===== src/rtl/shadow_timer_pkg.sv =====
package shadow_timer_pkg;
  localparam logic ADDR_LO = 1'b0;
  localparam logic ADDR_HI = 1'b1;
endpackage


===== src/rtl/st_prescaler.sv =====
module st_prescaler #(
  parameter int PSEL_W = 3
) (
  input  logic              clk_i,
  input  logic              rst_ni,
  input  logic              run_i,
  input  logic              clr_i,
  input  logic [PSEL_W-1:0] sel_i,
  output logic              tick_o
);
  localparam int PC_W = (1 << PSEL_W) - 1;

  logic [PC_W-1:0] pcnt_q;
  logic [PC_W-1:0] limit;
  logic            at_limit;

  // limit = 2^sel - 1, built bit by bit
  for (genvar i = 0; i < PC_W; i++) begin : g_limit
    assign limit[i] = (32'(sel_i) > i);
  end

  // >= so a lowered select never strands the count above the limit
  assign at_limit = (pcnt_q >= limit);
  assign tick_o   = run_i && !clr_i && at_limit;

  always_ff @(posedge clk_i or negedge rst_ni) begin
    if (!rst_ni)       pcnt_q <= '0;
    else if (clr_i)    pcnt_q <= '0;
    else if (run_i) begin
      if (at_limit)    pcnt_q <= '0;
      else             pcnt_q <= pcnt_q + 1'b1;
    end
  end

  AST_PRE_RESTART: assert property (@(posedge clk_i) disable iff (!rst_ni)
    clr_i |=> (pcnt_q == '0));
endmodule


===== src/rtl/st_counter.sv =====
module st_counter #(
  parameter int DATA_W = 8
) (
  input  logic                clk_i,
  input  logic                rst_ni,
  input  logic                load_i,
  input  logic [2*DATA_W-1:0] load_val_i,
  input  logic                inc_i,
  input  logic                mode16_i,
  output logic [2*DATA_W-1:0] cnt_o,
  output logic                wrap_o
);
  localparam int CNT_W = 2 * DATA_W;

  logic [CNT_W-1:0] cnt_q;
  logic             full;

  assign full   = mode16_i ? (&cnt_q) : (&cnt_q[DATA_W-1:0]);
  assign wrap_o = inc_i && !load_i && full;
  assign cnt_o  = cnt_q;

  always_ff @(posedge clk_i or negedge rst_ni) begin
    if (!rst_ni)           cnt_q <= '0;
    else if (load_i)       cnt_q <= load_val_i;
    else if (inc_i) begin
      if (mode16_i)        cnt_q <= cnt_q + 1'b1;
      else                 cnt_q[DATA_W-1:0] <= cnt_q[DATA_W-1:0] + 1'b1;
    end
  end

  AST_LOAD_WINS: assert property (@(posedge clk_i) disable iff (!rst_ni)
    load_i |=> (cnt_o == $past(load_val_i)));
  AST_HOLD_IDLE: assert property (@(posedge clk_i) disable iff (!rst_ni)
    (!load_i && !inc_i) |=> $stable(cnt_o));
  AST_HI_HELD_8BIT: assert property (@(posedge clk_i) disable iff (!rst_ni)
    (!mode16_i && !load_i) |=> (cnt_o[CNT_W-1:DATA_W] == $past(cnt_o[CNT_W-1:DATA_W])));
endmodule


===== src/rtl/shadow_timer.sv =====
module shadow_timer
  import shadow_timer_pkg::*;
#(
  parameter int DATA_W = 8,
  parameter int PSEL_W = 3
) (
  input  logic              clk_i,
  input  logic              rst_ni,
  input  logic              wr_en_i,
  input  logic              wr_addr_i,
  input  logic [DATA_W-1:0] wr_data_i,
  input  logic              rd_en_i,
  input  logic              rd_addr_i,
  output logic [DATA_W-1:0] rd_data_o,
  input  logic              run_i,
  input  logic [PSEL_W-1:0] psel_i,
  input  logic              mode16_i,
  input  logic              ovf_clr_i,
  output logic              ovf_o
);
  localparam int CNT_W = 2 * DATA_W;

  logic             lo_wr, hi_wr, lo_rd;
  logic             tick, wrap;
  logic [CNT_W-1:0] cnt;
  logic [DATA_W-1:0] shadow_q;
  logic             ovf_q;

  assign lo_wr = wr_en_i && (wr_addr_i == ADDR_LO);
  assign hi_wr = wr_en_i && (wr_addr_i == ADDR_HI);
  assign lo_rd = rd_en_i && (rd_addr_i == ADDR_LO);

  st_prescaler #(.PSEL_W(PSEL_W)) u_pre (
    .clk_i  (clk_i),
    .rst_ni (rst_ni),
    .run_i  (run_i),
    .clr_i  (lo_wr),
    .sel_i  (psel_i),
    .tick_o (tick)
  );

  st_counter #(.DATA_W(DATA_W)) u_cnt (
    .clk_i      (clk_i),
    .rst_ni     (rst_ni),
    .load_i     (lo_wr),
    .load_val_i ({shadow_q, wr_data_i}),
    .inc_i      (tick),
    .mode16_i   (mode16_i),
    .cnt_o      (cnt),
    .wrap_o     (wrap)
  );

  // bus write to the shadow beats the read-side capture
  always_ff @(posedge clk_i or negedge rst_ni) begin
    if (!rst_ni)     shadow_q <= '0;
    else if (hi_wr)  shadow_q <= wr_data_i;
    else if (lo_rd)  shadow_q <= cnt[CNT_W-1:DATA_W];
  end

  // set beats clear
  always_ff @(posedge clk_i or negedge rst_ni) begin
    if (!rst_ni)        ovf_q <= 1'b0;
    else if (wrap)      ovf_q <= 1'b1;
    else if (ovf_clr_i) ovf_q <= 1'b0;
  end

  assign ovf_o = ovf_q;

  always_comb begin
    rd_data_o = '0;
    if (rd_en_i) rd_data_o = (rd_addr_i == ADDR_HI) ? shadow_q : cnt[DATA_W-1:0];
  end

  AST_SHADOW_CAPTURE: assert property (@(posedge clk_i) disable iff (!rst_ni)
    (lo_rd && !hi_wr) |=> (shadow_q == $past(cnt[CNT_W-1:DATA_W])));
  AST_SHADOW_WRITE: assert property (@(posedge clk_i) disable iff (!rst_ni)
    hi_wr |=> (shadow_q == $past(wr_data_i)));
  AST_HI_WR_NO_LOAD: assert property (@(posedge clk_i) disable iff (!rst_ni)
    (hi_wr && !tick) |=> $stable(cnt));
  AST_OVF_STICKY: assert property (@(posedge clk_i) disable iff (!rst_ni)
    (ovf_o && !ovf_clr_i) |=> ovf_o);
  AST_OVF_SET: assert property (@(posedge clk_i) disable iff (!rst_ni)
    wrap |=> ovf_o);
endmodule


===== config.mk =====
export PLATFORM = sky130hd
export DESIGN_NAME = shadow_timer
export DESIGN_NICKNAME = d
export VERILOG_FILES = /design/src/rtl/shadow_timer_pkg.sv /design/src/rtl/st_prescaler.sv /design/src/rtl/st_counter.sv /design/src/rtl/shadow_timer.sv
export SDC_FILE = /design/constraint.sdc
export NUM_CORES = 1
export LEC_CHECK = 0
export ABC_AREA = 0
export BUFFER_PORTS_ARGS = -buffer_cell sky130_fd_sc_hd__clkbuf_2
export CELL_PAD_IN_SITES_DETAIL_PLACEMENT = 0
export CELL_PAD_IN_SITES_GLOBAL_PLACEMENT = 1
export CORE_ASPECT_RATIO = 0.9
export CORE_MARGIN = 5
export CORE_UTILIZATION = 39
export CTS_CLUSTER_SIZE = 10
export DETAILED_ROUTE_END_ITERATION = 16
export HOLD_SLACK_MARGIN = 0.08
export PLACE_DENSITY_LB_ADDON = 0.1
export SYNTH_ARGS = -nofsm -noshare
export SYNTH_HDL_FRONTEND = slang
export SYNTH_SLANG_ARGS = --single-unit
export TNS_END_PERCENT = 20

===== constraint.sdc =====
create_clock -name clk_i -period 1.9 [get_ports clk_i]
set_input_delay 0.38 -clock clk_i [delete_from_list [all_inputs] [get_ports clk_i]]
set_output_delay 0.38 -clock clk_i [all_outputs]
set_load 0.02 [all_outputs]

After elaboration in Yosys (flattened, before gate mapping) --
Cells that the tools add are included. W data, S select, Z words.
Storage, ports and cells: register bits after elaboration 32, input bits 20, output and inout port bits 9, word-level logic and storage cells 48
Operators by class: $add $sub $neg 3, magnitude comparators 8, mux-type cells 14, bitwise operators 2, reduce and logical (&&, ||, !) cells 16
Operators with widths (count):
- $mux W8 | 6
- $mux W16 | 2
- $mux W7 | 3
- $add A16 B1 Y16 const B | 1
- $reduce_and A16 Y1 | 1
- $reduce_bool A2 Y1 | 5
- $gt A3 B3 Y1 const B | 3
- $add A8 B1 Y8 const B | 1
- $reduce_and A8 Y1 | 1
- $add A7 B1 Y7 const B | 1
- $ge A7 B7 Y1 | 1
- $logic_and A1 B1 Y1 | 7
- $gt A3 B1 Y1 const B | 2
- $gt A3 B2 Y1 const B | 2
- $mux W1 | 3
- $not A1 Y1 | 2
- $reduce_and A2 Y1 | 1
- $logic_not A1 Y1 | 1

Depth between registers and ports, before layout --
word-level depth 8, gate-level depth with buffers 9, depth with buffers taken out 7

Cells and area by module --
Synthesis repeated with hierarchy kept, for this count alone.
Second synthesis, totals: cell total of the unflattened synthesis 227, area, all modules 2088.3 µm²
By module, submodules not included:
- st_counter | instances 1, cells each 105, area an instance 922.1 µm², sequential area each 400.4 µm²
- st_prescaler | instances 1, cells each 64, area an instance 584.3 µm², sequential area each 175.2 µm²
- shadow_timer | instances 1, cells each 58, area an instance 581.8 µm², sequential area each 225.2 µm²

Worst setup path after synthesis --
Ideal clock, no wire load.
path kind input to register, start input port psel_i[2], end register u_cnt.cnt_q[8] (netlist: u_cnt.cnt_o[8]), library setup time 0.124 ns, data arrival time 2.061 ns, data required time 1.776 ns, path slack -0.285 ns, stages on the path 9, buffers on the path 2, cells stage by stage or3_1 -> ha_1 -> nor2b_1 -> o21ai_1 -> a21oi_2 -> buf_2 -> buf_2 -> nor3_1 -> a211o_1
Between the ends: word-level cells in the longest chain between the ends 5, elaborated cells on any way between the ends 11, those cells by class order compare (8); reduce/logical (3)
Ends and longest elaborated chain:
- start, declared | line shadow_timer.sv:16 | input logic [PSEL_W-1:0] psel_i,
- $gt A3 B1 Y1 (tied with other cells) | line st_prescaler.sv:19 | assign limit[i] = (32'(sel_i) > i);
- $ge A7 B7 Y1 * | line st_prescaler.sv:23 | assign at_limit = (pcnt_q >= limit);
- $logic_and A1 B1 Y1 * | line st_prescaler.sv:24 | assign tick_o = run_i && !clr_i && at_limit;
- $reduce_bool A2 Y1 (no line) *
- $reduce_and A2 Y1 (no line) *
- end signal, assigned | line st_counter.sv:24 | else if (load_i) cnt_q <= load_val_i;
- end signal, assigned | line st_counter.sv:26 | if (mode16_i) cnt_q <= cnt_q + 1'b1;
- end signal, assigned by index | line st_counter.sv:27 | else cnt_q[DATA_W-1:0] <= cnt_q[DATA_W-1:0] + 1'b1;
- end, declared | line st_counter.sv:15 | logic [CNT_W-1:0] cnt_q;
Every way passes the cells marked *; elsewhere a longest branch is shown, timed or not. A chain may end at the register's enable or synchronous reset.

Worst setup path after layout --
start input port psel_i[2], end register u_cnt.cnt_q[11] (netlist: u_cnt.cnt_o[11])
The elaborated chain is that of the path after synthesis.

==> flow_metrics.tcl <==
set metrics [dict create \
    drv_cap 0 \
    wl_met2_mm 2.68 \
    whs_endpoint "ovf_o" \
    combinationalPowerShare 0.358 \
    synth_mux_area_frac 0.0752 \
    finalHoldViolCount 0 \
    n_antenna_cell 0 \
    clock_latency_ps 280 \
    min_path_cells 2 \
    routed_wl_mm 6.09 \
    synth_compound_area_frac 0.174 \
    drive_above_1_share 0.276 \
    timing.hold.ws_ps 266 \
    synthSimpleGateAreaFrac 0.273 \
    timing.final.ws_setup_ps -91.6 \
    max_freq_ghz 0.502 \
    path_class "in -> reg" \
    reg2reg_depth 7 \
    syn_inst 247 \
    die_w_um 87.9 \
    pin_count 29 \
    cts_htree_levels 2 \
    rsz0062_at_grt "yes" \
    max-slew-margin-rel 0.551 \
    yosysSeqAreaShare 0.376 \
    hold_class "in -> reg" \
    cp-start-kind "input port" \
    worstSetupEndpointType "flop" \
    cts_buffers 5 \
    min_period_ps 1990 \
    cts_buffer_depth 2 \
    cts.sinks 32 \
    worst_pin_slew_ps 674 \
    synth_xor_area_frac 0.00411 \
    wl_met1_mm 3.02 \
    die_area_um2 7040 \
    grt_pass1_wl_mm 10.1 \
    first_global_vias 2060 \
    pwr-share-clk 0.240 \
    setup_viol 15 \
    outcome "complete, but fails checks" \
    required_ps 2110 \
    antenna_found_initial 0 \
    finClkSkew_ps 4.03 \
    ant_nets 0 \
    power.switching_mw 0.832 \
    rows 25 \
    met3_wirelength_um 329 \
    drtPass1Iterations 5 \
    initialDrtViolationCount 141 \
    vias 2091 \
    yosysWarnings 0 \
    core-area_um2 5290 \
    ir_worst_vdd_v 0.000486 \
    post_drt_wl_per_cell_um 16.6 \
    ys_seq_elements 32 \
    pre_cts_slack_ps -491 \
    fin_crit_sh 1.05 \
    syn-num-nets 276 \
    timing.rr.start "u_pre.pcnt_q[6]" \
    grt_usage 0.184 \
    r2r_setup_slack_ps -50 \
    power_density_nw_per_um2 855 \
    cts_root_buffer "clkbuf_8" \
    violations "negative setup slack" \
    final_nets 329 \
    syn2layout_area_growth_pct 27.8 \
    cp_data_arrival_time_ps 2200 \
    die_h_um 80.1 \
    syn-cell-area_um2 2130 \
    viasPerCell 5.68 \
    grt_max_degree 26 \
    p_int_mw 1.50 \
    clk_pin_slew_ps 70 \
    gr-total-overflow 0 \
    reg2reg_to "u_cnt.cnt_o[11]" \
    min-delay-start "ovf_clr_i" \
    initial_core_util 0.403 \
    p_leak_nw 1.24 \
    routabilityCongestion 0.788 \
    slew_viol_final 0 \
    ys_types 38 \
    worstPathMaxFanout 6 \
    synthAdderAreaFrac 0.0528 \
    synth_top_family_by_area "simple AND/OR/NAND/NOR gates" \
    syn_area_per_cell_um2 8.63 \
    dpl.hpwl_mm 4.41 \
    seqPwrFrac 0.402 \
    netSwitchingFraction 0.357 \
    cts_tree "done" \
    portBuffers 28 \
    highest_layer "met4" \
    remaining_drc_errors 0 \
]
==> worst max-delay path, cell delays in order <==
cell and delay (ps):
buf_6 90, or3_1 370, ha_1 280, nor2b_1 50, o21ai_2 170, a21oi_4 90, buf_6 140, or4_4 460
a31oi_1 170
==> worst max-delay path by stage <==
stage / depth (start not counted) / startpoint / endpoint
6_report: 9 / psel_i[2] / u_cnt.cnt_o[11]
5_1_grt: 8 / psel_i[2] / u_pre.pcnt_q[2]
4_1_cts: 9 / psel_i[2] / u_cnt.cnt_o[11]
3_5_place_dp: 9 / psel_i[0] / u_cnt.cnt_o[11]
3_3_place_gp: 9 / psel_i[0] / u_cnt.cnt_o[11]
2_1_floorplan: 8 / psel_i[0] / u_pre.pcnt_q[2]
==> state kept, by name (all words and copies together), names as in the netlist <==
register and flops:
u_cnt.cnt_o 16, shadow_q 8, u_pre.pcnt_q 7, ovf_o 1
==> layout make-up <==
class,instances,area (µm²)
inverters,5,18.8
repair buffers,61,424
clock buffers,8,90.1
flip-flops and latches,32,801
well taps,67,83.8
fillers,522,2560
multi-input cells,195,1310
==> logic make-up after synthesis <==
kind of cell,count (synthesis)
multiplexers,16
AO/OA/AOI/OAI,59
buffers and inverters,20
XOR/XNOR,1
adder cells (fa/ha/maj),9
AND/OR/NAND/NOR,110
flip-flops,32
==> metal layers <==
layer / track usage / up-vias
met5: 0 / -
met4: 0.0399 / 0
met3: 0.0349 / 8
met2: 0.282 / 56
met1: 0.265 / 1003
li1: - / 1024
==> repair_timing <==
item / in CTS / in global routing
buffers inserted: 3 / 2
pin swaps: 10 / 11
hold buffers: 1 / 0
endpoints found under the hold margin: 15 / 0
endpoints found under the setup margin: 21 / 24
cloned: 0 / 0
gates resized for setup: 4 / 20
==> cell usage after synthesis (all sizes together) <==
| cell | instances | share of area |
|---|---|---|
| o311ai | 1 | 0.0041 |
| or3 | 11 | 0.032 |
| and3 | 2 | 0.0059 |
| o211ai | 3 | 0.011 |
| inv | 5 | 0.0088 |
| and4 | 2 | 0.0082 |
| o31ai | 2 | 0.0070 |
| clkbuf | 4 | 0.0070 |
| o21ai | 21 | 0.049 |
| nand2b | 2 | 0.0059 |
| nor3 | 7 | 0.019 |
| and2 | 2 | 0.0059 |
| and2b | 1 | 0.0035 |
| or4 | 7 | 0.025 |
| dfrtp | 32 | 0.38 |
| a22o | 2 | 0.0082 |
| nand2 | 29 | 0.051 |
| a21o | 1 | 0.0035 |
| a41oi | 4 | 0.016 |
| nor2 | 16 | 0.032 |
| xnor2 | 1 | 0.0041 |
| a21oi | 6 | 0.016 |
| mux2i | 16 | 0.075 |
| nand3 | 13 | 0.031 |
| a31oi | 16 | 0.047 |
| a211o | 3 | 0.012 |
| ha | 9 | 0.053 |
| nor2b | 11 | 0.032 |
| nand4 | 4 | 0.012 |
| nand3b | 3 | 0.011 |
| buf | 11 | 0.029 |
==> cell usage in the layout, fill, tap and decap left out, types with 5 or more instances in the layout <==
master,count
dfrtp_1,32
nand2_1,29
clkbuf_2,27
buf_4,27
mux2i_1,16
a31oi_1,16
nor2_1,14
o21ai_0,14
nand3_1,13
or3_1,11
nor2b_1,11
ha_1,8
clkbuf_8,6
inv_1,5
or4_1,5
buf_6,5
==> per-stage QoR <==
step           TNS, ps  utilization  std cells  area, µm²  total power [mW]
4_1_cts          -1250        0.500        366       2640              2.29
3_5_place_dp     -8450        0.474        354       2500              1.69
6_report          -775        0.515        368       2720              2.33
2_1_floorplan    -3270            -        247       2160              1.39
5_1_grt          -2200        0.515        368       2720              2.50
3_3_place_gp     -7740        0.474        354       2500              1.68
==> power groups by stage <==
stage               clock (mW)  combinational [mW]  sequential (mW)
finish                   0.559               0.834            0.936
global route             0.601               0.936            0.959
CTS                      0.574               0.778            0.937
detailed placement           0               0.744            0.949
global placement             0               0.733            0.947
floorplan                    0               0.462            0.926
No activity file was read; power rests on OpenSTA's default activity.
